--- src/rtl/txq_pkg.sv ---
package txq_pkg;
    typedef enum logic [1:0] {
        SH_IDLE = 2'd0,
        SH_GAP  = 2'd1,
        SH_SEND = 2'd2
    } sh_state_e;
endpackage

--- src/rtl/txq_store.sv ---
module txq_store #(
    parameter int unsigned DATA_W = 8,
    parameter int unsigned DEPTH  = 16,
    localparam int unsigned PTR_W = (DEPTH > 1) ? $clog2(DEPTH) : 1,
    localparam int unsigned CNT_W = $clog2(DEPTH + 1)
) (
    input  logic              clk,
    input  logic              rst_n,
    input  logic              run,
    input  logic              wr_en,
    input  logic [DATA_W-1:0] wr_data,
    input  logic              pop,
    output logic [DATA_W-1:0] rd_data,
    output logic [CNT_W-1:0]  fill,
    output logic              empty,
    output logic              drop
);
    typedef struct packed {
        logic [PTR_W-1:0] wr;
        logic [PTR_W-1:0] rd;
        logic [CNT_W-1:0] cnt;
    } qptr_t;

    qptr_t q_d, q_q;
    logic [DATA_W-1:0] mem [DEPTH];
    logic full, push, take;

    function automatic logic [PTR_W-1:0] bump(input logic [PTR_W-1:0] p);
        return (p == PTR_W'(DEPTH - 1)) ? '0 : p + 1'b1;
    endfunction

    always_comb begin
        full  = (q_q.cnt == CNT_W'(DEPTH));
        push  = run && wr_en && !full;
        drop  = run && wr_en && full;
        take  = run && pop && (q_q.cnt != '0);
        q_d   = q_q;
        if (!run) begin
            q_d = '0;
        end else begin
            if (push) q_d.wr = bump(q_q.wr);
            if (take) q_d.rd = bump(q_q.rd);
            case ({push, take})
                2'b10:   q_d.cnt = q_q.cnt + 1'b1;
                2'b01:   q_d.cnt = q_q.cnt - 1'b1;
                default: q_d.cnt = q_q.cnt;
            endcase
        end
    end

    always_ff @(posedge clk or negedge rst_n) begin
        if (!rst_n) q_q <= '0;
        else        q_q <= q_d;
    end

    always_ff @(posedge clk) begin
        if (push) mem[q_q.wr] <= wr_data;
    end

    assign rd_data = mem[q_q.rd];
    assign fill    = q_q.cnt;
    assign empty   = (q_q.cnt == '0);

    assert_fill_bound_R1: assert property (@(posedge clk) disable iff (!rst_n)
        fill <= CNT_W'(DEPTH));
    assert_push_count_R1: assert property (@(posedge clk) disable iff (!rst_n)
        (run && wr_en && !full && !pop) |=> (fill == $past(fill) + 1'b1));
    assert_flush_R3: assert property (@(posedge clk) disable iff (!rst_n)
        !run |=> (fill == '0));
    assert_full_hold_R2: assert property (@(posedge clk) disable iff (!rst_n)
        (run && full && !pop) |=> (fill == CNT_W'(DEPTH)));
endmodule

--- src/rtl/txq_serializer.sv ---
module txq_serializer
    import txq_pkg::*;
#(
    parameter int unsigned DATA_W  = 8,
    parameter int unsigned GAP_W   = 9,
    parameter int unsigned GAP_MAX = 256,
    localparam int unsigned SH_W   = DATA_W + 2,
    localparam int unsigned BC_W   = $clog2(DATA_W + 2)
) (
    input  logic              clk,
    input  logic              rst_n,
    input  logic              baud_tick,
    input  logic [GAP_W-1:0]  gap_len,
    input  logic              fifo_empty,
    input  logic [DATA_W-1:0] fifo_word,
    output logic              pop,
    output logic              tx
);
    typedef struct packed {
        sh_state_e        st;
        logic [GAP_W-1:0] gap_cnt;
        logic [SH_W-1:0]  shreg;
        logic [BC_W-1:0]  bits;
    } ser_t;

    ser_t s_d, s_q;
    logic [GAP_W-1:0] gap_eff;
    logic launch, load;

    always_comb begin
        gap_eff = (gap_len > GAP_W'(GAP_MAX)) ? GAP_W'(GAP_MAX) : gap_len;
        s_d    = s_q;
        launch = 1'b0;
        load   = 1'b0;
        case (s_q.st)
            SH_IDLE: if (baud_tick) launch = 1'b1;
            SH_GAP: if (baud_tick) begin
                if (fifo_empty)                   s_d.st = SH_IDLE;
                else if (s_q.gap_cnt == GAP_W'(1)) load = 1'b1;
                else                              s_d.gap_cnt = s_q.gap_cnt - 1'b1;
            end
            SH_SEND: if (baud_tick) begin
                if (s_q.bits == BC_W'(DATA_W + 1)) begin
                    launch = 1'b1;
                end else begin
                    s_d.shreg = {1'b1, s_q.shreg[SH_W-1:1]};
                    s_d.bits  = s_q.bits + 1'b1;
                end
            end
            default: s_d.st = SH_IDLE;
        endcase
        if (launch) begin
            s_d.shreg = '1;
            if (fifo_empty) begin
                s_d.st = SH_IDLE;
            end else if (gap_eff == '0) begin
                load = 1'b1;
            end else begin
                s_d.st      = SH_GAP;
                s_d.gap_cnt = gap_eff;
            end
        end
        if (load) begin
            s_d.st    = SH_SEND;
            s_d.shreg = {1'b1, fifo_word, 1'b0};
            s_d.bits  = '0;
        end
        pop = load;
    end

    always_ff @(posedge clk or negedge rst_n) begin
        if (!rst_n) begin
            s_q.st      <= SH_IDLE;
            s_q.gap_cnt <= '0;
            s_q.shreg   <= '1;
            s_q.bits    <= '0;
        end else begin
            s_q <= s_d;
        end
    end

    assign tx = s_q.shreg[0];

    assert_pop_nonempty_R9: assert property (@(posedge clk) disable iff (!rst_n)
        pop |-> !fifo_empty);
    assert_start_low_R9: assert property (@(posedge clk) disable iff (!rst_n)
        pop |=> (tx == 1'b0));
    assert_idle_high_R4: assert property (@(posedge clk) disable iff (!rst_n)
        (s_q.st != SH_SEND) |-> (tx == 1'b1));
    assert_tick_only_R4: assert property (@(posedge clk) disable iff (!rst_n)
        !baud_tick |=> $stable(tx));
    assert_gap_limit_R6: assert property (@(posedge clk) disable iff (!rst_n)
        s_q.gap_cnt <= GAP_W'(GAP_MAX));
endmodule

--- src/rtl/uart_tx_gapfifo.sv ---
module uart_tx_gapfifo #(
    parameter int unsigned DATA_W  = 8,
    parameter int unsigned DEPTH   = 16,
    parameter int unsigned GAP_W   = 9,
    parameter int unsigned GAP_MAX = 256,
    localparam int unsigned CNT_W  = $clog2(DEPTH + 1)
) (
    input  logic              clk,
    input  logic              rst_n,
    input  logic              wr_en,
    input  logic [DATA_W-1:0] wr_data,
    input  logic              baud_tick,
    input  logic [GAP_W-1:0]  gap_len,
    input  logic [CNT_W-1:0]  trig_level,
    input  logic              irq_en,
    input  logic              fifo_run,
    input  logic              ovf_clr,
    output logic              tx_line,
    output logic [CNT_W-1:0]  fill_count,
    output logic              ovf_flag,
    output logic              tx_irq
);
    logic [DATA_W-1:0] head_word;
    logic              q_empty, q_drop, q_pop;
    logic              ovf_d, ovf_q;

    txq_store #(.DATA_W(DATA_W), .DEPTH(DEPTH)) u_store (
        .clk     (clk),
        .rst_n   (rst_n),
        .run     (fifo_run),
        .wr_en   (wr_en),
        .wr_data (wr_data),
        .pop     (q_pop),
        .rd_data (head_word),
        .fill    (fill_count),
        .empty   (q_empty),
        .drop    (q_drop)
    );

    txq_serializer #(.DATA_W(DATA_W), .GAP_W(GAP_W), .GAP_MAX(GAP_MAX)) u_ser (
        .clk        (clk),
        .rst_n      (rst_n),
        .baud_tick  (baud_tick),
        .gap_len    (gap_len),
        .fifo_empty (q_empty || !fifo_run),
        .fifo_word  (head_word),
        .pop        (q_pop),
        .tx         (tx_line)
    );

    always_comb begin
        ovf_d = ovf_q;
        if (ovf_clr) ovf_d = 1'b0;
        if (q_drop)  ovf_d = 1'b1;
    end

    always_ff @(posedge clk or negedge rst_n) begin
        if (!rst_n) ovf_q <= 1'b0;
        else        ovf_q <= ovf_d;
    end

    assign ovf_flag = ovf_q;
    assign tx_irq   = irq_en && (fill_count <= trig_level);

    assert_overflow_set_R2: assert property (@(posedge clk) disable iff (!rst_n)
        (wr_en && fifo_run && fill_count == CNT_W'(DEPTH)) |=> ovf_flag);
    assert_overflow_sticky_R2: assert property (@(posedge clk) disable iff (!rst_n)
        (ovf_flag && !ovf_clr) |=> ovf_flag);
    assert_off_no_overflow_R3: assert property (@(posedge clk) disable iff (!rst_n)
        (!fifo_run && !ovf_flag) |=> !ovf_flag);
endmodule

--- config.mk ---
export PLATFORM = sky130hd
export DESIGN_NAME = uart_tx_gapfifo
export DESIGN_NICKNAME = d
export VERILOG_FILES = /design/src/rtl/txq_pkg.sv /design/src/rtl/txq_store.sv /design/src/rtl/txq_serializer.sv /design/src/rtl/uart_tx_gapfifo.sv
export SDC_FILE = /design/constraint.sdc
export NUM_CORES = 1
export LEC_CHECK = 0
export BUFFER_PORTS_ARGS = -buffer_cell sky130_fd_sc_hd__buf_4
export CAP_MARGIN = 20
export CORE_ASPECT_RATIO = 0.6
export CORE_MARGIN = 4
export CORE_UTILIZATION = 27
export CTS_CLUSTER_SIZE = 12
export DETAILED_ROUTE_END_ITERATION = 12
export SETUP_SLACK_MARGIN = 0.02
export SLEW_MARGIN = 10
export SYNTH_ARGS = -nofsm -noshare
export SYNTH_HDL_FRONTEND = slang
export SYNTH_SLANG_ARGS = --single-unit
--- constraint.sdc ---
create_clock -name clk -period 3.13 [get_ports clk]
set_input_delay 0.7825 -clock clk [delete_from_list [all_inputs] [get_ports clk]]
set_output_delay 0.7825 -clock clk [all_outputs]
set_load 0.05 [all_outputs]
==> results of run 1 <==
## state kept, by name, indices dropped and copies added, names as in the netlist
register and count:
u_store.mem 128, u_store.fill 5, u_ser.tx 1, u_ser.s_q 23, ovf_flag 1, u_store.q_q 8
## synth_stat cells, types with 3 or more instances
master / instances
sky130_fd_sc_hd__dfstp_2: 9
sky130_fd_sc_hd__or4_1: 3
sky130_fd_sc_hd__and4_1: 5
sky130_fd_sc_hd__or3_1: 4
sky130_fd_sc_hd__nor2_1: 20
sky130_fd_sc_hd__and2_1: 10
sky130_fd_sc_hd__nor2b_1: 4
sky130_fd_sc_hd__nand2_1: 31
sky130_fd_sc_hd__buf_4: 6
sky130_fd_sc_hd__inv_1: 12
sky130_fd_sc_hd__o21ai_0: 5
sky130_fd_sc_hd__o211ai_1: 3
sky130_fd_sc_hd__nand3_1: 8
sky130_fd_sc_hd__a31oi_1: 3
sky130_fd_sc_hd__and3_1: 6
sky130_fd_sc_hd__nor3_1: 8
sky130_fd_sc_hd__buf_2: 8
sky130_fd_sc_hd__edfxtp_1: 128
sky130_fd_sc_hd__mux4_2: 40
sky130_fd_sc_hd__o21ai_1: 9
sky130_fd_sc_hd__o22ai_1: 9
sky130_fd_sc_hd__xnor2_1: 9
sky130_fd_sc_hd__ha_1: 16
sky130_fd_sc_hd__nand2b_1: 7
sky130_fd_sc_hd__xor2_1: 8
sky130_fd_sc_hd__a21oi_1: 22
sky130_fd_sc_hd__dfrtp_1: 29
sky130_fd_sc_hd__clkbuf_1: 11
## per-layer routing
layer	wire length, um	vias up
li1	-	1912
met1	7750	2169
met2	7570	140
met3	972	13
met4	139	0
met5	0	-
## report_power, final
group	total [W]	internal [W]	switching, W
logic	0.000553	0.000225	0.000328
clock network	0.00199	0.00116	0.000829
registers	0.00258	0.00247	0.000113
total	0.00513	0.00386	0.00127
## final timing paths
path	from	endpoint	slack, ns	cells past startpoint
max	u_store.fill[1]	tx_irq	0.16	8
min	rst_n	u_ser.s_q[21]	0.33	1
max reg2reg	u_ser.s_q[17]	u_store.fill[4]	0.23	11
min reg2reg	u_ser.s_q[5]	u_ser.tx	0.53	2
max in group asynchronous	rst_n	u_store.q_q[5]	2.41	1
min in group clk	u_ser.s_q[5]	u_ser.tx	0.53	2
## cell families after synthesis
logic type / count (synthesis)
DFF: 166
and+or+nand+nor: 117
AOI/OAI and AO/OA: 72
muxes: 40
buffers and inverters: 38
xor gates and xnor gates: 17
adders and majority gates: 16
## timing repair
item	4_1_cts	5_1_grt
resized for setup	0	1
hold buffers	0	0
endpoints found under the setup margin	0	2
## layout make-up
| class | count | area (um2) |
|---|---|---|
| Inverter | 13 | 48.8 |
| Timing Repair Buffer | 52 | 390 |
| Clock buffer | 18 | 429 |
| Clock inverter | 14 | 136 |
| Sequential cell | 166 | 4810 |
| Multi-Input combinational cell | 262 | 2390 |
| Fill cell | 2586 | 17900 |
| Tap cell | 360 | 450 |
## per-stage QoR
| stage | std cells | total power (W) | hold slack [ns] |
|---|---|---|---|
| 6_report | 885 | 0.00513 | 0.331 |
| 5_1_grt | 885 | 0.00534 | 0.362 |
| 4_1_cts | 885 | 0.00517 | 0.328 |
| 3_5_place_dp | 853 | 0.00318 | 0.522 |
| 3_3_place_gp | 853 | 0.00312 | 0.505 |
| 2_1_floorplan | 466 | 0.00297 | 0.487 |
==> qor.log, run 1 <==
qor: global_route.met2_demand_to_capacity_share_in_global_routing 0.167
qor: floorplanning.num_io_pins 37
qor: pwr.power_per_cell_area 593 mW/mm2
qor: logic_synthesis.synth_cell_types 54
qor: clocking.clkTransAtPathRegs 0.06 ns
qor: logic_synthesis.synth-seq-cells 166
qor: floorplanning.core.rowCount 46
qor: critical_path.critPathSlowestCell sky130_fd_sc_hd__dfrtp_2
qor: timing.grt_setup_unrepaired no
qor: clocking.max_buffers_root_to_sink 2
qor: place.postPlaceCellArea 0.00808 mm2
qor: clocking.cts-root-buf sky130_fd_sc_hd__clkbuf_16
qor: logic_synthesis.async_reset_ff_frac 0.229
qor: place.place_congestion 0.830
qor: global_route.grt-ovfl-total 0
qor: floorplanning.fp.dieArea 0.0300 mm2
qor: critical_path.largest_delay_contributor_family_on_the_critical_path compound AO/OA/AOI/OAI gates
qor: cells_and_area.post-route-cell-area 0.00865 mm2
qor: logic_synthesis.postSynthAreaPerCell 15.8 um2
qor: timing.finalSetupTns 0 ns
qor: floorplanning.die-width 221 um
qor: pwr.irDropWorstVdd 0.000426 V
qor: job.maxCapViolCount 0
qor: logic_synthesis.synthMuxAreaShare 0.123
qor: clocking.cts.sink_count 166
qor: timing.final_min_period_over_clock_period 0.948
qor: clocking.clk_latency 0.43 ns
qor: logic_synthesis.synth-seq-area-share 0.655
qor: clocking.cts_post_setup_buffers_inserted 0
qor: critical_path.crit_chain ha_1 > nor2b_1 > o21a_1 > o21ai_0 > nand2b_1 > a21oi_1 > o21a_1 > buf_4
qor: cells_and_area.most-common-layout-cells sky130_fd_sc_hd__edfxtp_1, sky130_fd_sc_hd__buf_4, sky130_fd_sc_hd__mux4_2, sky130_fd_sc_hd__nand2_1, sky130_fd_sc_hd__dfrtp_1
qor: critical_path.worst-setup-path-type flop to output port
qor: hold_path.holdCritPathClass primary input to async pin
qor: critical_path.worstPathRequired 2.35 ns
qor: floorplanning.die_h 136 um
qor: timing.slew_headroom 0.540
qor: pwr.p_leak 2.89 nW
qor: place.detailedPlacementHpwl 11.1 mm
qor: logic_synthesis.syn-num-nets 511
qor: timing.hold_viol_final 0
qor: logic_synthesis.synth_adder_area_share 0.0273
qor: critical_path.path_max_fanout 9
qor: route.antenna_left 0
qor: logic_synthesis.number_of_enable_flip_flop_cells_after_synthesis 128
qor: critical_path.start_kind flop
qor: cells_and_area.syn_to_final_growth 17.8%
qor: logic_synthesis.synth_top_area_share 0.524
qor: global_route.grt_util_met1 0.165
qor: logic_synthesis.synth_top_cells_by_area sky130_fd_sc_hd__edfxtp_1, sky130_fd_sc_hd__mux4_2, sky130_fd_sc_hd__dfrtp_1, sky130_fd_sc_hd__dfstp_2, sky130_fd_sc_hd__ha_1
qor: critical_path.kind_of_end_point_of_the_critical_path output port
qor: route.drt_pass1_iterations 5
qor: global_route.global_route.peak_usage_layer met2
qor: route.drcViolationCount 0
qor: cells_and_area.drive_above_1_share 0.270
qor: timing.setup_viol_count_final 0
qor: critical_path.critical_path.max_stage_delay 0.48 ns
qor: global_route.globalRouteTotalUtil 0.112
qor: logic_synthesis.most_instantiated_flip_flop_cell_in_the_synthesis_netlist sky130_fd_sc_hd__edfxtp_1
qor: clocking.cts_inserted_buffers 17
qor: cells_and_area.fin_nets 557
qor: route.wl 16.4 mm
qor: clocking.ctsHtreeMaxLevel 4
qor: cells_and_area.final_util 0.325
qor: critical_path.worst_path_most_repeated_cell sky130_fd_sc_hd__o21a_1
qor: place.preCtsSetupSlack -0.228 ns
qor: logic_synthesis.synth_cells 466
qor: route.post_drt_via_cell_ratio 4.78
qor: route.wl_per_cell 18.6 um
qor: timing.worst_slack 0.163 ns
qor: timing.max_clock_freq 0.337 GHz
qor: logic_synthesis.synth_top_family_by_area multiplexers
qor: logic_synthesis.synth_area_leader_cell sky130_fd_sc_hd__edfxtp_1
qor: global_route.grt_pass1_vias 4355
qor: logic_synthesis.area_of_the_mapped_netlist 0.00734 mm2
qor: logic_synthesis.yosys_warnings 0
qor: timing.fin_crit 2.97 ns
qor: timing.worst_slew_pin_slew 0.690 ns
qor: clocking.tritoncts_clock_tree built
qor: global_route.antenna_violations_before_repair 0
qor: global_route.grt_start_max_net_pins 39
qor: cells_and_area.num_antenna_cells 0
qor: logic_synthesis.yosys.area_share.simple 0.0876
qor: timing.timing.final.max_slew_violations 0
qor: floorplanning.core_area 0.0266 mm2
qor: route.detail_route.iter0.violations 363
qor: floorplanning.floorplan.initialDensity 0.276
qor: cells_and_area.mostFrequentLayoutCell sky130_fd_sc_hd__edfxtp_1
qor: timing.worst_clock_skew 0.0101 ns
qor: critical_path.timing.critical_path.arrival 2.18 ns
qor: logic_synthesis.synthXorXnorAreaFrac 0.0203
qor: route.routed-via-count 4234
qor: logic_synthesis.synth-compound-area-share 0.0637
qor: global_route.grt_first_pass_wirelength 25.6 mm
qor: critical_path.timing.critical_path.buf_inv 1
qor: global_route.grt_use_met3 0.0243
qor: place.place.port_buffers 36
qor: status.status finished clean
Note: power is estimated with default switching activity, not from simulation.
==> run 2, diff against run 1 <==
--- a/config.mk
+++ b/config.mk
@@ -12,8 +12,10 @@
 export CORE_UTILIZATION = 27
 export CTS_CLUSTER_SIZE = 12
 export DETAILED_ROUTE_END_ITERATION = 12
+export PLACE_DENSITY_LB_ADDON = 0.12
 export SETUP_SLACK_MARGIN = 0.02
 export SLEW_MARGIN = 10
 export SYNTH_ARGS = -nofsm -noshare
 export SYNTH_HDL_FRONTEND = slang
+export SYNTH_HIERARCHICAL = 1
 export SYNTH_SLANG_ARGS = --single-unit
==> run 2 against run 1 <==
  * The run now ends with setup timing left
  * Core utilization rose by 1.1 points
  * First-iteration DRC count down 15%
  * Hold slack better by 0.0059 ns
  * Die area rose by 3.8%
  * Critical path depth grew 8
  * Sequential power barely moved
  * Area after synthesis is 4.0% higher
  * Sequential cell count stayed put
  * Routed wire length increased by 11%
  * Synthesized cell count rose by 10%
  * Total power increased by 3.9%
  * Largest cell class unchanged
  * Highest routed layer unchanged
==> qor.log, run 2 <==
qor: cells_and_area.layout_top_registers u_store/mem: 128 flops, u_ser/s_q: 23 flops, u_store/q_q: 8 flops
qor: logic_synthesis.synth_area_leader_cell sky130_fd_sc_hd__edfxtp_1
qor: cells_and_area.final_util 0.336 [+0.0110]
qor: floorplanning.core_area 0.0277 mm2 [+4.2%]
qor: logic_synthesis.synth_top_family_by_area multiplexers
qor: clocking.cts.hold.buffers_added 0 [unchanged]
qor: critical_path.crit_chain nor4_4 > nand2_1 > inv_2 > nand2b_4 > or3b_4 > or4_4 > o21ai_4 > nand2_4 > a211oi_4 > xor2_1 > ha_2 > or3_1 > a21oi_2 > mux2i_2 > a21o_1 > a21boi_1
qor: logic_synthesis.synth_adder_area_share 0.0262 [-0.00104]
qor: cells_and_area.fin_nets 643 [+15%]
qor: logic_synthesis.synth_cells 514 [+10%]
qor: cells_and_area.num_antenna_cells 0 [unchanged]
qor: timing.worst_slack -0.195 ns [-0.358 ns]
qor: place.place_congestion 0.782 [-5.7%]
qor: timing.worst_slew_pin_slew 0.727 ns [+0.0369 ns]
qor: route.wl 18.2 mm [+11%]
qor: logic_synthesis.yosys-top-cells-count sky130_fd_sc_hd__edfxtp_1, sky130_fd_sc_hd__mux4_2, sky130_fd_sc_hd__dfrtp_1, sky130_fd_sc_hd__inv_1, sky130_fd_sc_hd__nand2_1
qor: route.routed-via-count 4600 [+8.6%]
qor: pwr.power_per_cell_area 572 mW/mm2 [-3.6%]
qor: cells_and_area.top_register u_store/mem
qor: critical_path.kind_of_end_point_of_the_critical_path flop
qor: cells_and_area.drive_above_1_share 0.319 [+0.0487]
qor: place.postPlaceCellArea 0.00867 mm2 [+7.3%]
qor: job.maxCapViolCount 0 [unchanged]
qor: critical_path.timing.critical_path.from u_store/fill[1]
qor: place.place.port_buffers 36 [unchanged]
qor: critical_path.start_kind flop
qor: route.antenna_left 0 [unchanged]
qor: logic_synthesis.postSynthAreaPerCell 14.8 um2 [-5.8%]
qor: critical_path.timing.critical_path.arrival 3.67 ns [+1.49 ns]
qor: logic_synthesis.synth-compound-area-share 0.0838 [+0.0200]
qor: timing.finalHoldWorstSlack 0.337 ns [+0.00590 ns]
qor: global_route.globalRouteTotalUtil 0.120 [+0.00752]
qor: clocking.cts-root-buf sky130_fd_sc_hd__clkbuf_16
qor: critical_path.critPathSlowestCell sky130_fd_sc_hd__or4_4
qor: place.preCtsSetupSlack -0.618 ns [-0.391 ns]
qor: clocking.tritoncts_clock_tree built
qor: clocking.cts.sink_count 166 [unchanged]
qor: route.drt_pass1_iterations 4 [-1]
qor: timing.worst_clock_skew 0.0123 ns [+0.00217 ns]
qor: timing.hold_viol_final 0 [unchanged]
qor: floorplanning.fp.dieArea 0.0311 mm2 [+3.8%]
qor: critical_path.rr_startpoint u_store/fill[1]
qor: route.detail_route.iter0.violations 310 [-15%]
qor: logic_synthesis.most_frequent_cell_after_synthesis sky130_fd_sc_hd__edfxtp_1
qor: logic_synthesis.synthXorXnorAreaFrac 0.0115 [-0.00880]
qor: cells_and_area.largest_register_ffs 128 [unchanged]
qor: timing.setup_viol_count_final 2 [+2]
qor: cells_and_area.mostFrequentLayoutCell sky130_fd_sc_hd__edfxtp_1
qor: global_route.grt_start_max_net_pins 39 [unchanged]
qor: route.drcViolationCount 0 [unchanged]
qor: hold_path.holdCritPathClass primary input to async pin
qor: floorplanning.num_io_pins 37 [unchanged]
qor: logic_synthesis.synth_top_area_share 0.504 [-0.0199]
qor: timing.timing.final.max_slew_violations 0 [unchanged]
qor: logic_synthesis.synth-seq-area-share 0.630 [-0.0249]
qor: timing.max_clock_freq 0.301 GHz [-11%]
qor: cells_and_area.most-common-layout-cells sky130_fd_sc_hd__edfxtp_1, sky130_fd_sc_hd__buf_4, sky130_fd_sc_hd__mux4_2, sky130_fd_sc_hd__inv_1, sky130_fd_sc_hd__dfrtp_1
qor: route.wl_per_cell 18.7 um [+0.49%]
qor: critical_path.path_max_fanout 2 [-7]
qor: critical_path.worst-setup-path-type flop to flop
qor: logic_synthesis.yosys_warnings 6 [+6]
qor: clocking.max_buffers_root_to_sink 2 [unchanged]
qor: place.detailedPlacementHpwl 12.5 mm [+13%]
qor: status.failed_checks setup timing
qor: logic_synthesis.area_of_the_mapped_netlist 0.00763 mm2 [+4.0%]
qor: timing.finalSetupTns -0.310 ns [-0.310 ns]
qor: cells_and_area.post-route-cell-area 0.00931 mm2 [+7.7%]
qor: logic_synthesis.most_instantiated_flip_flop_cell_in_the_synthesis_netlist sky130_fd_sc_hd__edfxtp_1
qor: floorplanning.floorplan.initialDensity 0.276 [-0.000558]
qor: status.status complete, but fails checks
qor: logic_synthesis.synth_cell_types 69 [+28%]
qor: logic_synthesis.async_reset_ff_frac 0.229 [unchanged]
qor: clocking.clkTransAtPathRegs 0.07 ns [about the same]
qor: timing.final_min_period_over_clock_period 1.06 [+0.114]
qor: timing.slew_headroom 0.515 [-0.0246]
qor: pwr.p_leak 3.30 nW [+14%]
qor: global_route.antenna_violations_before_repair 0 [unchanged]
qor: clocking.clk_latency 0.44 ns [about the same]
qor: logic_synthesis.synth_top_cells_by_area sky130_fd_sc_hd__edfxtp_1, sky130_fd_sc_hd__dfrtp_1, sky130_fd_sc_hd__mux4_2, sky130_fd_sc_hd__dfstp_2, sky130_fd_sc_hd__ha_1
qor: pwr.irDropWorstVdd 0.000285 V [-33%]
qor: logic_synthesis.synth-seq-cells 166 [unchanged]
qor: global_route.grt_pass1_vias 4634 [+6.4%]
qor: timing.fin_crit 3.33 ns [+0.358 ns]
qor: logic_synthesis.syn-num-nets 559 [+9.4%]
qor: floorplanning.die-width 225 um [+1.9%]
qor: global_route.grt-ovfl-total 0 [unchanged]
qor: logic_synthesis.yosys.area_share.simple 0.0943 [+0.00667]
qor: route.post_drt_via_cell_ratio 4.70 [-1.7%]
qor: floorplanning.die_h 138 um [+1.8%]
qor: critical_path.critical_path.max_stage_delay 0.51 ns [+0.03 ns]
qor: clocking.ctsHtreeMaxLevel 4 [unchanged]
qor: logic_synthesis.number_of_enable_flip_flop_cells_after_synthesis 128 [unchanged]
qor: critical_path.worstPathRequired 3.48 ns [+1.13 ns]
qor: cells_and_area.syn_to_final_growth 22.0%
qor: timing.grt_setup_unrepaired yes
qor: clocking.cts_inserted_buffers 17 [unchanged]
qor: logic_synthesis.synthMuxAreaShare 0.120 [-0.00303]
qor: global_route.grt_first_pass_wirelength 28.1 mm [+9.5%]
qor: floorplanning.core.rowCount 47 [+2.2%]
[run 2: changes by cell type in the layout (fill, tap and decap cells not counted), sizes merged, moves of 5 or more]
cell | before | now
buf | 52 | 96
inv | 12 | 34
mux2i | 0 | 17
and2 | 10 | 20
nor2b | 4 | 14
nor2 | 21 | 12
a211oi | 3 | 11
mux4 | 40 | 32
nand2 | 32 | 24
a22oi | 3 | 8
and3 | 6 | 1
o21ai | 14 | 9
xnor2 | 9 | 4
[run 2: stage by stage]
step / power [W] / std cells
6_report: 0.00532 / 978
3_5_place_dp: 0.00334 / 943
3_3_place_gp: 0.00332 / 943
2_1_floorplan: 0.00306 / 514
4_1_cts: 0.00539 / 977
5_1_grt: 0.00559 / 978
[run 2: power breakdown]
part | total, W | internal (W) | switching, W
Clock | 0.00200 | 0.00105 | 0.000951
Combinational | 0.000735 | 0.000332 | 0.000403
Sequential | 0.00259 | 0.00248 | 0.000106
Total | 0.00532 | 0.00386 | 0.00146
[run 2: final timing paths]
kind	slack, ns	to	depth (start not counted)
worst max-delay path	-0.20	u_store/fill[4]	16
worst min-delay path	0.34	u_store/q_q[6]	1
worst max register to register	-0.20	u_store/fill[4]	16
worst min register to register	0.50	u_ser/tx	2
max in group asynchronous	2.39	u_store/q_q[5]	1
min in group clk	0.50	u_ser/tx	2
[run 2: final cells by class]
| type | instances | area (um2) |
|---|---|---|
| Sequential cell | 166 | 4810 |
| Timing Repair Buffer | 96 | 746 |
| Clock buffer | 17 | 425 |
| Tap cell | 367 | 459 |
| Inverter | 27 | 101 |
| Multi-Input combinational cell | 290 | 2630 |
| Clock inverter | 15 | 143 |
| Fill cell | 2672 | 18400 |
[run 2: metal layers]
metal  vias up  track usage  routed length, um
li1       2161            -                  -
met1      2368        0.190               9950
met2        56        0.161               7560
met3        15       0.0261                503
met4         0       0.0396                234
met5         -            0                  0
[run 2: kinds of logic after synthesis]
| family | after synthesis |
|---|---|
| flops | 166 |
| simple gates | 123 |
| compound gates | 90 |
| buf+inv | 58 |
| mux | 51 |
| fa+ha+maj | 16 |
| xor+xnor | 10 |
[run 2: worst max-delay path, delay by kind of cell (launching register included)]
family	cells	cell delay, ns
DFF	1	0.39
AOI/OAI and AO/OA	5	0.81
and+or+nand+nor	7	1.60
muxes	1	0.09
adders and majority gates	1	0.18
xor gates and xnor gates	1	0.10
buffers and inverters	1	0.05
[run 2: timing repair]
item,in CTS,in global routing
endpoints found under the setup margin,3,3
resized for setup,4,6
buffers inserted,2,1
pin swaps,10,4
==> run 3, diff against run 2 <==
--- a/config.mk
+++ b/config.mk
@@ -13,7 +13,7 @@
 export CTS_CLUSTER_SIZE = 12
 export DETAILED_ROUTE_END_ITERATION = 12
 export PLACE_DENSITY_LB_ADDON = 0.12
-export SETUP_SLACK_MARGIN = 0.02
+export SETUP_SLACK_MARGIN = 0.4
 export SLEW_MARGIN = 10
 export SYNTH_ARGS = -nofsm -noshare
 export SYNTH_HDL_FRONTEND = slang
==> run 3 against run 2 <==
  * The run still ends with setup timing left
  * Critical path depth unchanged
  * Combinational power down 0.8%
  * Global-route usage down 0.14 points
  * Die area unchanged
  * First-iteration DRC count down 11%
  * Sequential share of layout area down 0.10 points
==> qor.log, run 3 (synthesis results as in run 2) <==
qor: status.status complete, but fails checks
qor: status.failed_checks setup timing
qor: critical_path.timing.critical_path.arrival 3.64 ns [-0.03 ns]
qor: floorplanning.num_io_pins 37 [unchanged]
qor: job.maxCapViolCount 0 [unchanged]
qor: route.wl_per_cell 18.4 um [-1.4%]
qor: critical_path.critPathSlowestCell sky130_fd_sc_hd__or4_4
qor: route.routed-via-count 4633 [+0.72%]
qor: timing.timing.final.max_slew_violations 0 [unchanged]
qor: clocking.cts_inserted_buffers 17 [unchanged]
qor: cells_and_area.stdcell_count 974 [-0.41%]
qor: place.place.port_buffers 36 [unchanged]
qor: clocking.clk_latency 0.43 ns [about the same]
qor: clocking.max_buffers_root_to_sink 2 [unchanged]
qor: global_route.antenna_violations_before_repair 0 [unchanged]
qor: timing.grt_setup_unrepaired yes
qor: global_route.globalRouteTotalUtil 0.119 [-0.00139]
qor: critical_path.kind_of_end_point_of_the_critical_path flop
qor: clocking.cts.sink_count 166 [unchanged]
qor: clocking.ctsHtreeMaxLevel 4 [unchanged]
qor: place.detailedPlacementHpwl 12.6 mm [+0.24%]
qor: clocking.clkTransAtPathRegs 0.06 ns [about the same]
qor: clocking.tritoncts_clock_tree built
qor: timing.worst_slack -0.166 ns [+0.0297 ns]
qor: cells_and_area.num_antenna_cells 0 [unchanged]
qor: hold_path.holdCritPathClass primary input to async pin
qor: floorplanning.core_area 0.0277 mm2 [unchanged]
qor: cells_and_area.fin_nets 640 [-0.47%]
qor: timing.final_min_period_over_clock_period 1.05 [-0.00950]
qor: route.drt_pass1_iterations 5 [+1]
qor: global_route.grt_start_max_net_pins 39 [unchanged]
qor: clocking.cts.hold.buffers_added 0 [unchanged]
qor: critical_path.worstPathRequired 3.48 ns [about the same]
qor: route.drcViolationCount 0 [unchanged]
qor: floorplanning.fp.dieArea 0.0311 mm2 [unchanged]
qor: floorplanning.floorplan.initialDensity 0.276 [unchanged]
qor: critical_path.start_kind flop
qor: timing.setup_viol_count_final 2 [unchanged]
qor: timing.max_clock_freq 0.303 GHz [+0.90%]
qor: floorplanning.die_h 138 um [unchanged]
qor: cells_and_area.top_register u_store/mem
qor: critical_path.crit_chain nor4_4 > nand2_1 > inv_2 > nand2b_4 > or3b_4 > or4_4 > o21ai_4 > nand2_4 > a211oi_4 > xor2_1 > ha_2 > or3_1 > a21oi_2 > mux2i_1 > a21o_1 > a21boi_1
qor: cells_and_area.final_util 0.337 [+0.000677]
qor: floorplanning.core.rowCount 47 [unchanged]
qor: cells_and_area.layout_top_registers u_store/mem: 128 flops, u_ser/s_q: 23 flops, u_store/q_q: 8 flops
qor: global_route.grt_pass1_vias 4639 [+0.11%]
qor: timing.finalSetupTns -0.183 ns [+0.127 ns]
qor: pwr.power_per_cell_area 573 mW/mm2 [+0.26%]
qor: global_route.grt-ovfl-total 0 [unchanged]
qor: pwr.irDropWorstVdd 0.000386 V [+35%]
qor: route.antenna_left 0 [unchanged]
qor: critical_path.critical_path.max_stage_delay 0.52 ns [about the same]
qor: cells_and_area.largest_register_ffs 128 [unchanged]
qor: timing.hold_viol_final 0 [unchanged]
qor: cells_and_area.syn_to_final_growth 22.3%
qor: floorplanning.die-width 225 um [unchanged]
qor: place.place_congestion 0.749 [-4.2%]
qor: route.post_drt_via_cell_ratio 4.76 [+1.1%]
qor: cells_and_area.drive_above_1_share 0.321 [+0.00210]
qor: timing.fin_crit 3.30 ns [-0.0297 ns]
qor: timing.slew_headroom 0.504 [-0.0115]
qor: route.detail_route.iter0.violations 276 [-11%]
qor: global_route.grt_first_pass_wirelength 27.8 mm [-1.0%]
qor: place.cell_count_after_placement 940 [-0.32%]
qor: cells_and_area.mostFrequentLayoutCell sky130_fd_sc_hd__edfxtp_1
qor: clocking.cts-root-buf sky130_fd_sc_hd__clkbuf_16
qor: timing.worst_clock_skew 0.0101 ns [-0.00218 ns]
qor: critical_path.path_max_fanout 2 [unchanged]
qor: route.wl 17.9 mm [-1.8%]
qor: cells_and_area.most-common-layout-cells sky130_fd_sc_hd__edfxtp_1, sky130_fd_sc_hd__buf_4, sky130_fd_sc_hd__mux4_2, sky130_fd_sc_hd__inv_1, sky130_fd_sc_hd__dfrtp_1
qor: critical_path.worst-setup-path-type flop to flop
qor: timing.worst_slew_pin_slew 0.744 ns [+0.0172 ns]
qor: pwr.p_leak 3.28 nW [-0.54%]
qor: critical_path.slack_of_the_worst_reg_to_reg_path -0.17 ns [+0.03 ns]
-- run 3: cell types whose count changed in the layout (fill, tap and decap cells not counted), moves of 2 or more --
cell | previous run | this run
sky130_fd_sc_hd__clkinv_8 | 2 | 0
sky130_fd_sc_hd__ha_1 | 14 | 12
sky130_fd_sc_hd__buf_12 | 2 | 0
sky130_fd_sc_hd__buf_6 | 0 | 4
sky130_fd_sc_hd__buf_4 | 94 | 89
sky130_fd_sc_hd__clkinvlp_4 | 1 | 4
sky130_fd_sc_hd__clkinv_4 | 3 | 1
sky130_fd_sc_hd__ha_4 | 1 | 3
sky130_fd_sc_hd__inv_8 | 3 | 0
sky130_fd_sc_hd__bufinv_16 | 0 | 2
-- run 3: path summary, 6_finish.rpt --
check	from	end	cells after the start
min reg2reg	ovf_flag	ovf_flag	1
min	rst_n	u_store/fill[3]	1
min in group clk	ovf_flag	ovf_flag	1
max reg2reg	u_store/fill[1]	u_store/fill[4]	16
max	u_store/fill[1]	u_store/fill[4]	16
max in group asynchronous	rst_n	u_store/fill[4]	1
-- run 3: layout make-up --
| cell class | instances | area (um2) |
|---|---|---|
| Clock inverter | 14 | 150 |
| Timing Repair Buffer | 93 | 713 |
| Tap cell | 367 | 459 |
| Multi-Input combinational cell | 290 | 2670 |
| Clock buffer | 17 | 425 |
| Fill cell | 2669 | 18400 |
| Inverter | 27 | 101 |
| Sequential cell | 166 | 4810 |
-- run 3: where the power goes --
group          internal [W]  switching (W)  total (W)
clock               0.00118       0.000859    0.00204
sequential          0.00248       0.000101    0.00258
combinational      0.000321       0.000408   0.000729
total               0.00398        0.00137    0.00535
-- run 3: per-stage QoR --
stage,hold WS (ns),area (um2),setup WS (ns),power [W]
2_1_floorplan,0.487,7680,-0.656,0.00306
3_3_place_gp,0.469,8630,-0.603,0.00333
3_5_place_dp,0.477,8630,-0.618,0.00334
4_1_cts,0.335,9290,-0.189,0.00542
5_1_grt,0.353,9330,-0.369,0.00561
6_report,0.319,9330,-0.166,0.00535
-- run 3: critical path, delay by kind of cell (launching register included) --
family                     cells  cell delay [ns]
and+or+nand+nor                7             1.61
AOI/OAI and AO/OA              5             0.78
DFF                            1             0.39
adders and majority gates      1             0.19
xor gates and xnor gates       1             0.11
muxes                          1             0.10
buffers and inverters          1             0.05
-- run 3: what timing repair did --
| action | 4_1_cts | 5_1_grt |
|---|---|---|
| gates resized for setup | 13 | 6 |
| setup buffers | 2 | 1 |
| setup endpoints to repair | 9 | 9 |
| pin swaps | 13 | 2 |
-- run 3: routing by layer --
| layer | GRT usage | vias up | part of all wire |
|---|---|---|---|
| met5 | 0 | - | 0 |
| met4 | 0.0425 | 0 | 0.015 |
| met3 | 0.0282 | 23 | 0.038 |
| met2 | 0.158 | 97 | 0.42 |
| met1 | 0.186 | 2364 | 0.53 |
| li1 | - | 2149 | - |
